<file path="src/rtl/code_guard_pkg.sv">
package code_guard_pkg;
  typedef enum logic [1:0] {
    PK_NONE = 2'd0,
    PK_CODE = 2'd1,
    PK_LOCK = 2'd2,
    PK_KEY  = 2'd3
  } pgm_kind_e;

  localparam logic [15:0] ID_ADDR_A = 16'h0030;
  localparam logic [15:0] ID_ADDR_B = 16'h0031;
  localparam logic [15:0] ID_ADDR_C = 16'h0060;
  localparam logic [7:0]  ID_BYTE_A = 8'h89;
  localparam logic [7:0]  ID_BYTE_B = 8'h58;
  localparam logic [7:0]  ID_BYTE_C = 8'hC0;
endpackage

</file>
<file path="src/rtl/cg_pulse_ctr.sv">
module cg_pulse_ctr
  import code_guard_pkg::*;
#(
  parameter int CODE_PULSES = 5,
  parameter int PROT_PULSES = 25,
  parameter int IDX_W       = 6,
  parameter int DATA_W      = 8,
  parameter int SEL_W       = 2
) (
  input  logic              clk,
  input  logic              rst,
  input  pgm_kind_e         kind,
  input  logic              strobe,
  input  logic [IDX_W-1:0]  idx,
  input  logic [DATA_W-1:0] data,
  input  logic [SEL_W-1:0]  sel,
  output logic              commit_o,
  output pgm_kind_e         commit_kind_o,
  output logic [IDX_W-1:0]  commit_idx_o,
  output logic [DATA_W-1:0] commit_data_o,
  output logic [SEL_W-1:0]  commit_sel_o
);
  localparam int CNT_W = $clog2(PROT_PULSES + 1);

  logic [CNT_W-1:0] cnt_q, base, target;
  pgm_kind_e        kind_q;

  always_comb begin
    target = (kind == PK_CODE) ? CNT_W'(CODE_PULSES) : CNT_W'(PROT_PULSES);
    base   = (kind != kind_q) ? '0 : cnt_q;
  end

  always_ff @(posedge clk) begin
    if (rst) begin
      cnt_q         <= '0;
      kind_q        <= PK_NONE;
      commit_o      <= 1'b0;
      commit_kind_o <= PK_NONE;
      commit_idx_o  <= '0;
      commit_data_o <= '0;
      commit_sel_o  <= '0;
    end else begin
      kind_q   <= kind;
      commit_o <= 1'b0;
      if (kind == PK_NONE) begin
        cnt_q <= '0;
      end else if (strobe) begin
        if (base + 1'b1 == target) begin
          cnt_q         <= '0;
          commit_o      <= 1'b1;
          commit_kind_o <= kind;
          commit_idx_o  <= idx;
          commit_data_o <= data;
          commit_sel_o  <= sel;
        end else begin
          cnt_q <= base + 1'b1;
        end
      end else begin
        cnt_q <= base;
      end
    end
  end

  // the count never reaches the longer threshold without committing
  assert_count_bound_R4: assert property (@(posedge clk) disable iff (rst)
    cnt_q < CNT_W'(PROT_PULSES));

  // a commit needs several strobes, so commits never come back to back
  assert_commit_spaced_R3: assert property (@(posedge clk) disable iff (rst)
    commit_o |=> !commit_o);
endmodule

</file>
<file path="src/rtl/cg_lock_ctrl.sv">
module cg_lock_ctrl #(
  parameter int LOCK_N = 3,
  parameter int SEL_W  = 2
) (
  input  logic             clk,
  input  logic             rst,
  input  logic             set_en,
  input  logic [SEL_W-1:0] set_sel,
  input  logic             ea_pin,
  output logic             movc_ok,
  output logic             pgm_ok,
  output logic             vfy_ok,
  output logic             ext_ok,
  output logic             ea_eff
);
  localparam int LVL_W   = $clog2(LOCK_N + 1);
  localparam int VFY_LVL = 2;
  localparam int EXT_LVL = 3;

  logic [LOCK_N-1:0] lock_q = '0;
  logic [LVL_W-1:0]  lvl;
  logic              ea_latch_q;

  always_ff @(posedge clk) begin
    if (set_en && (int'(set_sel) < LOCK_N)) lock_q[set_sel] <= 1'b1;
  end

  always_comb begin
    lvl = '0;
    for (int i = 0; i < LOCK_N; i++) begin
      if (lock_q[i]) lvl = LVL_W'(i + 1);
    end
  end

  always_ff @(posedge clk) begin
    if (rst) begin
      ea_latch_q <= ea_pin;
      movc_ok    <= 1'b0;
      pgm_ok     <= 1'b0;
      vfy_ok     <= 1'b0;
      ext_ok     <= 1'b0;
      ea_eff     <= 1'b0;
    end else begin
      movc_ok <= (lvl == '0);
      pgm_ok  <= (lvl == '0);
      vfy_ok  <= (int'(lvl) < VFY_LVL);
      ext_ok  <= (int'(lvl) < EXT_LVL);
      ea_eff  <= (lvl != '0) ? ea_latch_q : ea_pin;
    end
  end

  // protection bits are one-way
  assert_lock_oneway_R9: assert property (@(posedge clk) disable iff (rst)
    (lock_q & $past(lock_q)) == $past(lock_q));

  // latched pin value is frozen outside reset
  assert_ea_hold_R8: assert property (@(posedge clk) disable iff (rst)
    !$past(rst) |-> $stable(ea_latch_q));
endmodule

</file>
<file path="src/rtl/cg_enc_array.sv">
module cg_enc_array #(
  parameter int DEPTH  = 64,
  parameter int DATA_W = 8
) (
  input  logic                     clk,
  input  logic                     rst,
  input  logic                     wr_en,
  input  logic [$clog2(DEPTH)-1:0] wr_idx,
  input  logic [DATA_W-1:0]        wr_data,
  input  logic                     wipe,
  input  logic [$clog2(DEPTH)-1:0] rd_idx,
  output logic [DATA_W-1:0]        rd_byte
);
  localparam int IDX_W = $clog2(DEPTH);

  logic [DATA_W-1:0] mem [DEPTH];
  logic [DEPTH-1:0]  used_q = '0;
  logic [DATA_W-1:0] rd_data_q;
  logic              rd_used_q;

  always_ff @(posedge clk) begin
    if (wr_en) mem[wr_idx] <= wr_data;
    rd_data_q <= mem[rd_idx];
  end

  always_ff @(posedge clk) begin
    if (wipe) used_q <= '0;
    else if (wr_en) used_q[wr_idx] <= 1'b1;
    rd_used_q <= used_q[rd_idx];
  end

  assign rd_byte = rd_used_q ? rd_data_q : '1;

  // a wipe leaves every entry at its blank value
  assert_wipe_blank_R2: assert property (@(posedge clk) disable iff (rst)
    wipe |=> (used_q == '0));

  // a write marks its entry as holding a programmed byte
  assert_write_marks_R1: assert property (@(posedge clk) disable iff (rst)
    (wr_en && !wipe) |=> used_q[$past(wr_idx)]);

  logic unused_w;
  assign unused_w = ^{IDX_W};
endmodule

</file>
<file path="src/rtl/code_guard.sv">
module code_guard
  import code_guard_pkg::*;
#(
  parameter int ADDR_W      = 16,
  parameter int DATA_W      = 8,
  parameter int KEY_DEPTH   = 64,
  parameter int LOCK_N      = 3,
  parameter int CODE_PULSES = 5,
  parameter int PROT_PULSES = 25,
  parameter int SIZE_CODE   = 2
) (
  input  logic                      clk,
  input  logic                      rst,
  input  logic                      ea_pin,
  input  logic [ADDR_W-1:0]         addr,
  input  logic [DATA_W-1:0]         code_in,
  input  logic [DATA_W-1:0]         wr_data,
  input  logic [$clog2(LOCK_N)-1:0] lock_sel,
  input  logic                      pgm_code,
  input  logic                      pgm_key,
  input  logic                      pgm_lock,
  input  logic                      rd_verify,
  input  logic                      rd_sig,
  input  logic                      pgm_strobe,
  input  logic                      wipe,
  output logic [DATA_W-1:0]         vfy_data,
  output logic                      vfy_valid,
  output logic                      code_commit,
  output logic                      movc_ok,
  output logic                      pgm_ok,
  output logic                      vfy_ok,
  output logic                      ext_ok,
  output logic                      ea_eff
);
  localparam int IDX_W = $clog2(KEY_DEPTH);
  localparam int SEL_W = $clog2(LOCK_N);

  logic        one_mode;
  pgm_kind_e   kind;
  logic        cm_en;
  pgm_kind_e   cm_kind;
  logic [IDX_W-1:0]  cm_idx;
  logic [DATA_W-1:0] cm_data;
  logic [SEL_W-1:0]  cm_sel;
  logic [DATA_W-1:0] key_byte;
  logic [DATA_W-1:0] id_byte;

  logic              rd_q, sig_q, sig2_q;
  logic [DATA_W-1:0] code_q;
  logic [ADDR_W-1:0] addr_q;

  assign one_mode = ($countones({pgm_code, pgm_key, pgm_lock, rd_verify, rd_sig}) == 1);

  always_comb begin
    kind = PK_NONE;
    if (one_mode) begin
      if (pgm_code && pgm_ok)     kind = PK_CODE;
      else if (pgm_key && pgm_ok) kind = PK_KEY;
      else if (pgm_lock)          kind = PK_LOCK;
    end
  end

  cg_pulse_ctr #(
    .CODE_PULSES(CODE_PULSES), .PROT_PULSES(PROT_PULSES),
    .IDX_W(IDX_W), .DATA_W(DATA_W), .SEL_W(SEL_W)
  ) u_ctr (
    .clk(clk), .rst(rst), .kind(kind), .strobe(pgm_strobe),
    .idx(addr[IDX_W-1:0]), .data(wr_data), .sel(lock_sel),
    .commit_o(cm_en), .commit_kind_o(cm_kind), .commit_idx_o(cm_idx),
    .commit_data_o(cm_data), .commit_sel_o(cm_sel)
  );

  cg_lock_ctrl #(.LOCK_N(LOCK_N), .SEL_W(SEL_W)) u_lock (
    .clk(clk), .rst(rst),
    .set_en(cm_en && (cm_kind == PK_LOCK)), .set_sel(cm_sel),
    .ea_pin(ea_pin),
    .movc_ok(movc_ok), .pgm_ok(pgm_ok), .vfy_ok(vfy_ok),
    .ext_ok(ext_ok), .ea_eff(ea_eff)
  );

  cg_enc_array #(.DEPTH(KEY_DEPTH), .DATA_W(DATA_W)) u_key (
    .clk(clk), .rst(rst),
    .wr_en(cm_en && (cm_kind == PK_KEY)), .wr_idx(cm_idx), .wr_data(cm_data),
    .wipe(wipe), .rd_idx(addr[IDX_W-1:0]), .rd_byte(key_byte)
  );

  assign code_commit = cm_en && (cm_kind == PK_CODE);

  always_comb begin
    if (addr_q == ADDR_W'(ID_ADDR_A))      id_byte = DATA_W'(ID_BYTE_A);
    else if (addr_q == ADDR_W'(ID_ADDR_B)) id_byte = DATA_W'(ID_BYTE_B);
    else if (addr_q == ADDR_W'(ID_ADDR_C)) id_byte = DATA_W'(ID_BYTE_C) | DATA_W'(SIZE_CODE);
    else                                   id_byte = '1;
  end

  always_ff @(posedge clk) begin
    if (rst) begin
      rd_q      <= 1'b0;
      sig_q     <= 1'b0;
      code_q    <= '0;
      addr_q    <= '0;
      vfy_valid <= 1'b0;
      vfy_data  <= '0;
      sig2_q    <= 1'b0;
    end else begin
      rd_q      <= one_mode && ((rd_verify && vfy_ok) || rd_sig);
      sig_q     <= rd_sig;
      code_q    <= code_in;
      addr_q    <= addr;
      vfy_valid <= rd_q;
      sig2_q    <= sig_q;
      if (!rd_q)      vfy_data <= '0;
      else if (sig_q) vfy_data <= id_byte;
      else            vfy_data <= ~(code_q ^ key_byte);
    end
  end

  // a code write strobe only follows a cycle in which programming was allowed
  assert_commit_perm_R6: assert property (@(posedge clk) disable iff (rst)
    code_commit |-> $past(pgm_ok));

  // verify data only appears when verify was permitted at capture
  assert_vfy_gate_R7: assert property (@(posedge clk) disable iff (rst)
    (vfy_valid && !sig2_q) |-> $past(vfy_ok, 2));

  // valid read-back needs a read mode two cycles earlier
  assert_valid_src_R11: assert property (@(posedge clk) disable iff (rst)
    vfy_valid |-> $past(rd_verify || rd_sig, 2));
endmodule

</file>
<file path="config.mk">
export PLATFORM = sky130hd
export DESIGN_NAME = code_guard
export DESIGN_NICKNAME = d
export VERILOG_FILES = /design/src/rtl/code_guard_pkg.sv /design/src/rtl/cg_pulse_ctr.sv /design/src/rtl/cg_lock_ctrl.sv /design/src/rtl/cg_enc_array.sv /design/src/rtl/code_guard.sv
export SDC_FILE = /design/constraint.sdc
export NUM_CORES = 1
export LEC_CHECK = 0
export ABC_AREA = 0
export BUFFER_PORTS_ARGS = -buffer_cell sky130_fd_sc_hd__buf_2
export CAP_MARGIN = 5
export CELL_PAD_IN_SITES_DETAIL_PLACEMENT = 1
export CELL_PAD_IN_SITES_GLOBAL_PLACEMENT = 1
export CORE_ASPECT_RATIO = 1.4
export CORE_UTILIZATION = 35
export CTS_BUF_LIST = sky130_fd_sc_hd__clkbuf_8
export DETAILED_ROUTE_END_ITERATION = 8
export PLACE_DENSITY_LB_ADDON = 0.15
export SLEW_MARGIN = 20
export SYNTH_ARGS = -nofsm -noshare
export SYNTH_HDL_FRONTEND = slang
export SYNTH_SLANG_ARGS = --single-unit
</file>
<file path="constraint.sdc">
create_clock -name clk -period 5 [get_ports clk]
set_input_delay 1 -clock clk [delete_from_list [all_inputs] [get_ports clk]]
set_output_delay 1 -clock clk [all_outputs]
set_load 0.02 [all_outputs]
</file>
=== Yosys cells after proc, flatten, opt, wreduce, memory -nomap -nowiden ===
Memory sizes are Yosys's and may differ from the RTL's. A register that Yosys moved wholly into a read port is not among the register bits.
Cells that the tools add are included.

* Register bits: 134
* Latch bits: 0
* RAM bits: 512
* Memory bits (read-only): 0
* Output and inout bits: 15
* Logic and storage cells: 96
* Memories: 1

{| class="wikitable"
|+ Memory list
! memory !! words !! bits a word !! read ports !! clocked after memory_dff !! wr ports !! line !! RTL
|-
| u_key.mem || 64 || 8 || 1 || 1 || 1 || cg_enc_array.sv:16 || <nowiki>logic [DATA_W-1:0] mem [DEPTH];</nowiki>
|}

* Add/subtract/negate cells: 5
* Multipliers: 0
* Div/mod/pow operators: 0
* Order comparisons: 8
* Equality and inequality tests: 10
* Shift operators: 0
* Mux-type cells: 26
* Bitwise logic cells: 7
* Reduce and logical (&&, ||, !) cells: 18

{| class="wikitable"
|+ Operators with widths
! cell !! number
|-
| 64-bit OR || 1
|-
| 16-bit by 6-bit == test with 1-bit output (second input constant) || 2
|-
| 8-bit two-way mux || 4
|-
| 5-bit two-way mux || 4
|-
| 16-bit by 7-bit == test with 1-bit output (second input constant) || 1
|-
| 6-bit by 7-bit less-than comparator with 1-bit output (second input constant) || 2
|-
| 2-bit two-way mux || 6
|-
| 1-bit logical AND || 10
|-
| 1-bit two-way mux || 8
|-
| 8-bit NOT || 1
|-
| 8-bit bitwise XOR || 1
|-
| 1-bit binary-select mux with 6-bit select || 1
|-
| 1-bit demux with 6-bit select || 1
|-
| 6-bit by 1-bit greater-or-equal comparator with 1-bit output (second input constant) || 1
|-
| 2-bit less-than comparator (second input constant) || 3
|-
| 6-bit two-way mux || 1
|-
| 5-bit by 1-bit adder with 5-bit output (second input constant) || 1
|-
| 5-bit == test || 1
|-
| 1-bit by 1-bit adder with 2-bit output || 2
|-
| 3-bit by 1-bit adder with 4-bit output || 1
|-
| 2-bit by 1-bit == test with 1-bit output (second input constant) || 2
|-
| 2-bit == test (second input constant) || 2
|-
| 4-bit by 1-bit == test with 1-bit output (second input constant) || 1
|-
| 2-bit logical NOT || 2
|-
| other kinds (12) || 15
|}

=== Longest topological paths before layout ===
* Word-level depth: 11
* Depth in mapped cells: 20
* Depth with buffers taken out: 19

=== Modules after synthesis ===
A second synthesis with hierarchy kept.

* Cell total of the unflattened synthesis: 1464
* Area total of the unflattened synthesis: 25429.4 µm²

{| class="wikitable"
|+ By module, submodules not included
! module !! times used !! cells each !! area each (µm²)
|-
| cg_enc_array || 1 || 1189 || 22660.5
|-
| code_guard || 1 || 124 || 1307.5
|-
| cg_pulse_ctr || 1 || 131 || 1181.1
|-
| cg_lock_ctrl || 1 || 20 || 280.3
|}

=== Worst setup path after synthesis ===
Ideal clock, no wire load.

* Path type: input to register
* Start: input port pgm_code
* End: register u_ctr.commit_data_o[0]
* Arrival time: 4.798 ns
* Required time: 4.868 ns
* Setup slack: 0.070 ns
* Cell stages on the path: 20
* Path through: inv_1 fa_1 fa_1 inv_1 ha_1 or3_4 nor2_1 o21ai_1 nand2_1 nand2_1 inv_1 ha_1 nand3_1 xnor2_1 nand4_1 or3_1 buf_2 buf_2 nand3_1 a21oi_1

* Cells in the longest elaborated chain, start to end: 8
* Elaborated cells between the ends (all ways): 14
* Those cells by class: 2 x add/sub; 4 x eq/ne; 4 x mux; 1 x bitwise; 3 x reduce/logical

{| class="wikitable"
|+ RTL lines
! element !! line !! RTL
|-
| from (decl) || code_guard.sv:19 || <nowiki>input logic pgm_code,</nowiki>
|-
| 3-bit by 1-bit adder with 4-bit output (implied by the code) or 1-bit logical AND (tied branches) || code_guard.sv:52, code_guard.sv:57 ||
|-
| 4-bit by 1-bit == test with 1-bit output or 2-bit two-way mux (tied branches) || code_guard.sv:52, code_guard.sv:57 ||
|-
| 2-bit two-way mux * || code_guard.sv:56 || <nowiki>if (one_mode) begin</nowiki>
|-
| 2-bit != test || cg_pulse_ctr.sv:30 || <nowiki>base = (kind != kind_q) ? '0 : cnt_q;</nowiki>
|-
| 5-bit two-way mux || cg_pulse_ctr.sv:30 ||
|-
| 5-bit by 1-bit adder with 5-bit output || cg_pulse_ctr.sv:48 || <nowiki>if (base + 1'b1 == target) begin</nowiki>
|-
| 5-bit == test || cg_pulse_ctr.sv:48 ||
|-
| 3-bit AND reduction (no source line) * || n/a ||
|-
| to (signal assigned) || cg_pulse_ctr.sv:53 || <nowiki>commit_data_o <= data;</nowiki>
|-
| to (decl) || cg_pulse_ctr.sv:20 || <nowiki>output logic [DATA_W-1:0] commit_data_o,</nowiki>
|}

Every way passes the cells marked *; elsewhere a longest branch is shown, timed or not.
A chain may end at the register's enable or synchronous reset.

=== Worst setup path in the final report ===
* Start: input port pgm_code
* End: register u_ctr.commit_data_o[2]

The elaborated chain is that of the path after synthesis.

==> impl_metrics.csv <==
group,metric,value,unit
sta,hold_viol_final,0,
yosys,yosys.area_share.adder,0.310,%
layout,fin_util,40.6,%
sta,rsz0062_at_grt,"no",
clock_tree,clk_latency,0.72,ns
yosys,ys.flop_type,"edfxtp_1",
layout,design_area,28600,sq um
sta,relSlewSlack,23.7,%
critical_path,start_kind,"input pin",
sta,finalCritPeriodShare,86.3,%
sta,finalClockSkew,0.0345,ns
placement,dpl.cell_count,2327,
critical_path,setup.worst_path.end,"u_ctr.commit_data_o[2]",
placement,dp_hpwl,40.3,mm
clock_tree,clk_pin_slew_worst_paths,0.07,ns
yosys,synthSimpleGateAreaFrac,5.72,%
power,ir_drop,0.162,mV
sta,period_needed,4.31,ns
critical_path,crit_required,5.56,ns
power,p_per_area,367,nW/um^2
placement,place.gp.congestion,0.775,
yosys,synthXorXnorAreaFrac,0.419,%
critical_path,critPathKind,"in2reg",
global_routing,antenna_found_initial,1,
yosys,seq_area_frac_synth,72.9,%
yosys,synth_top_area_cell,"edfxtp_1",
floorplanning,dieArea,72700,sq um
critical_path,crit_path_max_fanout,16,
layout,nets,1543,
power,power,10.5,mW
floorplanning,initial_utilization,35.5,%
critical_path,worst_setup_path_end_kind,"flop",
critical_path,timing.rr.start,"u_lock.movc_ok",
critical_path,rrSetupSlack,1.94,ns
yosys,syn_area_per_cell,18.4,sq um
sta,layout_setup_ws,0.687,ns
status,outcome,"finished clean",
sta,fin_setup_tns,0,ns
yosys,synth.area.top_cells,"edfxtp_1 (62%), mux4_2 (16%), dfxtp_1 (11%)",
global_routing,grt.overflow.total,0,
sta,tightest_slew,1.14,ns
clock_tree,clk_path_buf_depth,3,
sta,setup_viol,0,
yosys,synth.area.mux_share,16.2,%
critical_path,reg2reg_to,"u_ctr.cnt_q[2]",
clock_tree,hold_buffers,0,
yosys,netlist.area_leader.share,61.8,%
layout,layout-drive-gt1-share,29.5,%
power,leakage,10.7,nW
yosys,synthesis.area,25100,sq um
worst_hold_path,hold_class,"reg2reg",
layout,synthToLayoutAreaGrowth,14.3,%
routing,firstDrtPassIters,5,
yosys,ys_ff_latch,654,
clock_tree,cts.sinks,654,
sta,maxSlewViolCount,0,
yosys,synth_compound_area_share,3.11,%
routing,num_vias,12900,
routing,drc,0,
floorplanning,io_pins,59,
yosys,ys_types,57,
yosys,synthCells,1365,
clock_tree,cts_tree,"yes",
routing,postRouteAntennaNets,0,
layout,fin_cells,2518,
critical_path,reg2reg_depth,14,
global_routing,grt_pass1_wl,97.0,mm
sta,hold_slack,0.463,ns
routing,drtIter0Drc,731,
critical_path,crit_path_start,"pgm_code",
floorplanning,core_area,70500,sq um
global_routing,track_usage,18.3,%
clock_tree,cts_buffers,101,
placement,dpl_worst_slack,-0.0706,ns
routing,totalWireLength,65.3,mm
floorplanning,core.rowCount,115,
yosys,ys_warn_count,0,
yosys,synth-async-reset-ratio,0,%
routing,avgViaCountPerCell,5.12,
yosys,synth_edf_count,516,
routing,post_drt_wl_per_cell,25.9,um
clock_tree,cts_max_level,3,
clock_tree,cts_root_buf,"clkbuf_8",
flow_run,max_cap_violations,0,
clock_tree,cts_setup_buffers,0,
global_routing,grt_max_degree,66,
global_routing,grt_pass1_vias,14300,
floorplanning,die_h,319,um
placement,placed_area,26600,sq um
clock_tree,ctsResizeCount,0,
floorplanning,die_x,228,um
yosys,synth_nets,1414,
yosys,synth_top_family_by_area,"multiplexers",
critical_path,crit_arrival,4.88,ns
placement,io_buffers,58,
sta,fmax,232,MHz
[critical path, stage by stage]
cell	delay, ns
buf_2	0.09
inv_1	0.05
fa_1	0.49
fa_1	0.37
inv_1	0.06
ha_1	0.24
or3_4	0.43
a21oi_1	0.12
or3_1	0.15
nand2_1	0.10
nand2_1	0.11
inv_1	0.05
ha_1	0.27
nor2b_1	0.18
a211oi_2	0.23
nand4_1	0.16
or3_1	0.40
buf_12	0.18
nand3_1	0.09
a21oi_1	0.08
[routing by layer]
layer / vias to the layer above / share of wire (%) / GRT usage (%)
met5: - / 0 / 0
met4: 0 / 2.8 / 6.85
met3: 91 / 3.9 / 3.24
met2: 287 / 54 / 33.5
met1: 6865 / 39 / 21.2
li1: 5654 / - / -
[logic make-up (layout without fill, tap and decap cells)]
| kind of cell | Yosys count | in the layout |
|---|---|---|
| and+or+nand+nor | 318 | 318 |
| adders and majority gates | 5 | 5 |
| DFF | 654 | 654 |
| buffers and inverters | 82 | 298 |
| AOI/OAI and AO/OA | 113 | 113 |
| muxes | 181 | 181 |
| other | 0 | 1 |
| xor gates and xnor gates | 12 | 12 |
[how the worst min path moves through the flow]
stage	slack, ns	start	to	cells after the start
5_1_grt	0.44	ea_pin	u_lock.ea_latch_q	1
4_1_cts	0.42	ea_pin	u_lock.ea_latch_q	1
3_3_place_gp	0.44	u_key.used_q[17]	u_key.used_q[17]	2
2_1_floorplan	0.43	u_key.used_q[10]	u_key.used_q[10]	2
6_report	0.46	u_key.used_q[42]	u_key.used_q[42]	2
3_5_place_dp	0.46	u_key.used_q[42]	u_key.used_q[42]	2
[synthesized netlist by cell type (2+ instances only)]
| cell type | n |
|---|---|
| nor2_1 | 186 |
| a22oi_1 | 18 |
| xor2_1 | 3 |
| nor4_1 | 3 |
| edfxtp_1 | 516 |
| a211oi_1 | 2 |
| o21ba_2 | 14 |
| nand4_1 | 2 |
| o21bai_1 | 2 |
| o21a_1 | 3 |
| o21ai_0 | 23 |
| nor2b_1 | 33 |
| nand2_1 | 33 |
| a21o_1 | 4 |
| nand3b_1 | 4 |
| clkbuf_1 | 37 |
| buf_1 | 8 |
| nand2b_1 | 15 |
| a31o_1 | 2 |
| or3b_2 | 2 |
| dfxtp_1 | 138 |
| a31oi_1 | 3 |
| fa_1 | 2 |
| and2_1 | 2 |
| buf_4 | 3 |
| buf_2 | 20 |
| nand3_1 | 22 |
| mux4_2 | 180 |
| inv_1 | 13 |
| or3_1 | 3 |
| ha_1 | 3 |
| a21oi_1 | 27 |
| nor3_1 | 7 |
| xnor2_1 | 9 |
[sequential cells by signal (all words and copies together), names as in the netlist, 5 cells and up]
| register | cells |
|---|---|
| vfy_data | 8 |
| addr_q | 16 |
| u_key.mem | 512 |
| u_key.used_q | 64 |
| u_ctr.cnt_q | 5 |
| code_q | 8 |
| u_ctr.commit_data_o | 8 |
| u_key.rd_data_q | 8 |
| u_ctr.commit_idx_o | 6 |
[where the power goes]
part	switching (mW)	leakage, nW	internal (mW)	total, mW
Sequential	0.00613	7.11	5.80	5.80
Combinational	0.155	2.38	0.107	0.262
Clock	2.15	1.17	2.28	4.43
[area by class of cell]
class	instances	area [sq um]
fill	6837	41900
sequential	654	18300
multi-input combinational	629	6480
clock buffer	119	1640
tap	936	1170
timing repair buffer	95	659
clock inverter	71	375
inverter	13	48.8
antenna	1	2.50
[cell usage in the layout, fill, tap and decap left out, drive strengths merged, types with 4 or more instances in the layout]
cell	netlist	routed
nand3	22	22
a21o	4	4
nor2b	33	33
buf	31	95
or3	4	4
dfxtp	138	138
a21oi	27	27
o21a	4	4
nand3b	4	4
nor2	186	186
inv	13	49
a22oi	18	18
mux4	180	180
nor3	8	8
clkinvlp	0	4
nand2b	15	15
o21ba	14	14
clkinv	0	29
clkbuf	38	119
edfxtp	516	516
xnor2	9	9
nand2	33	33
o21ai	26	26
(Power assumes the default switching activity.)
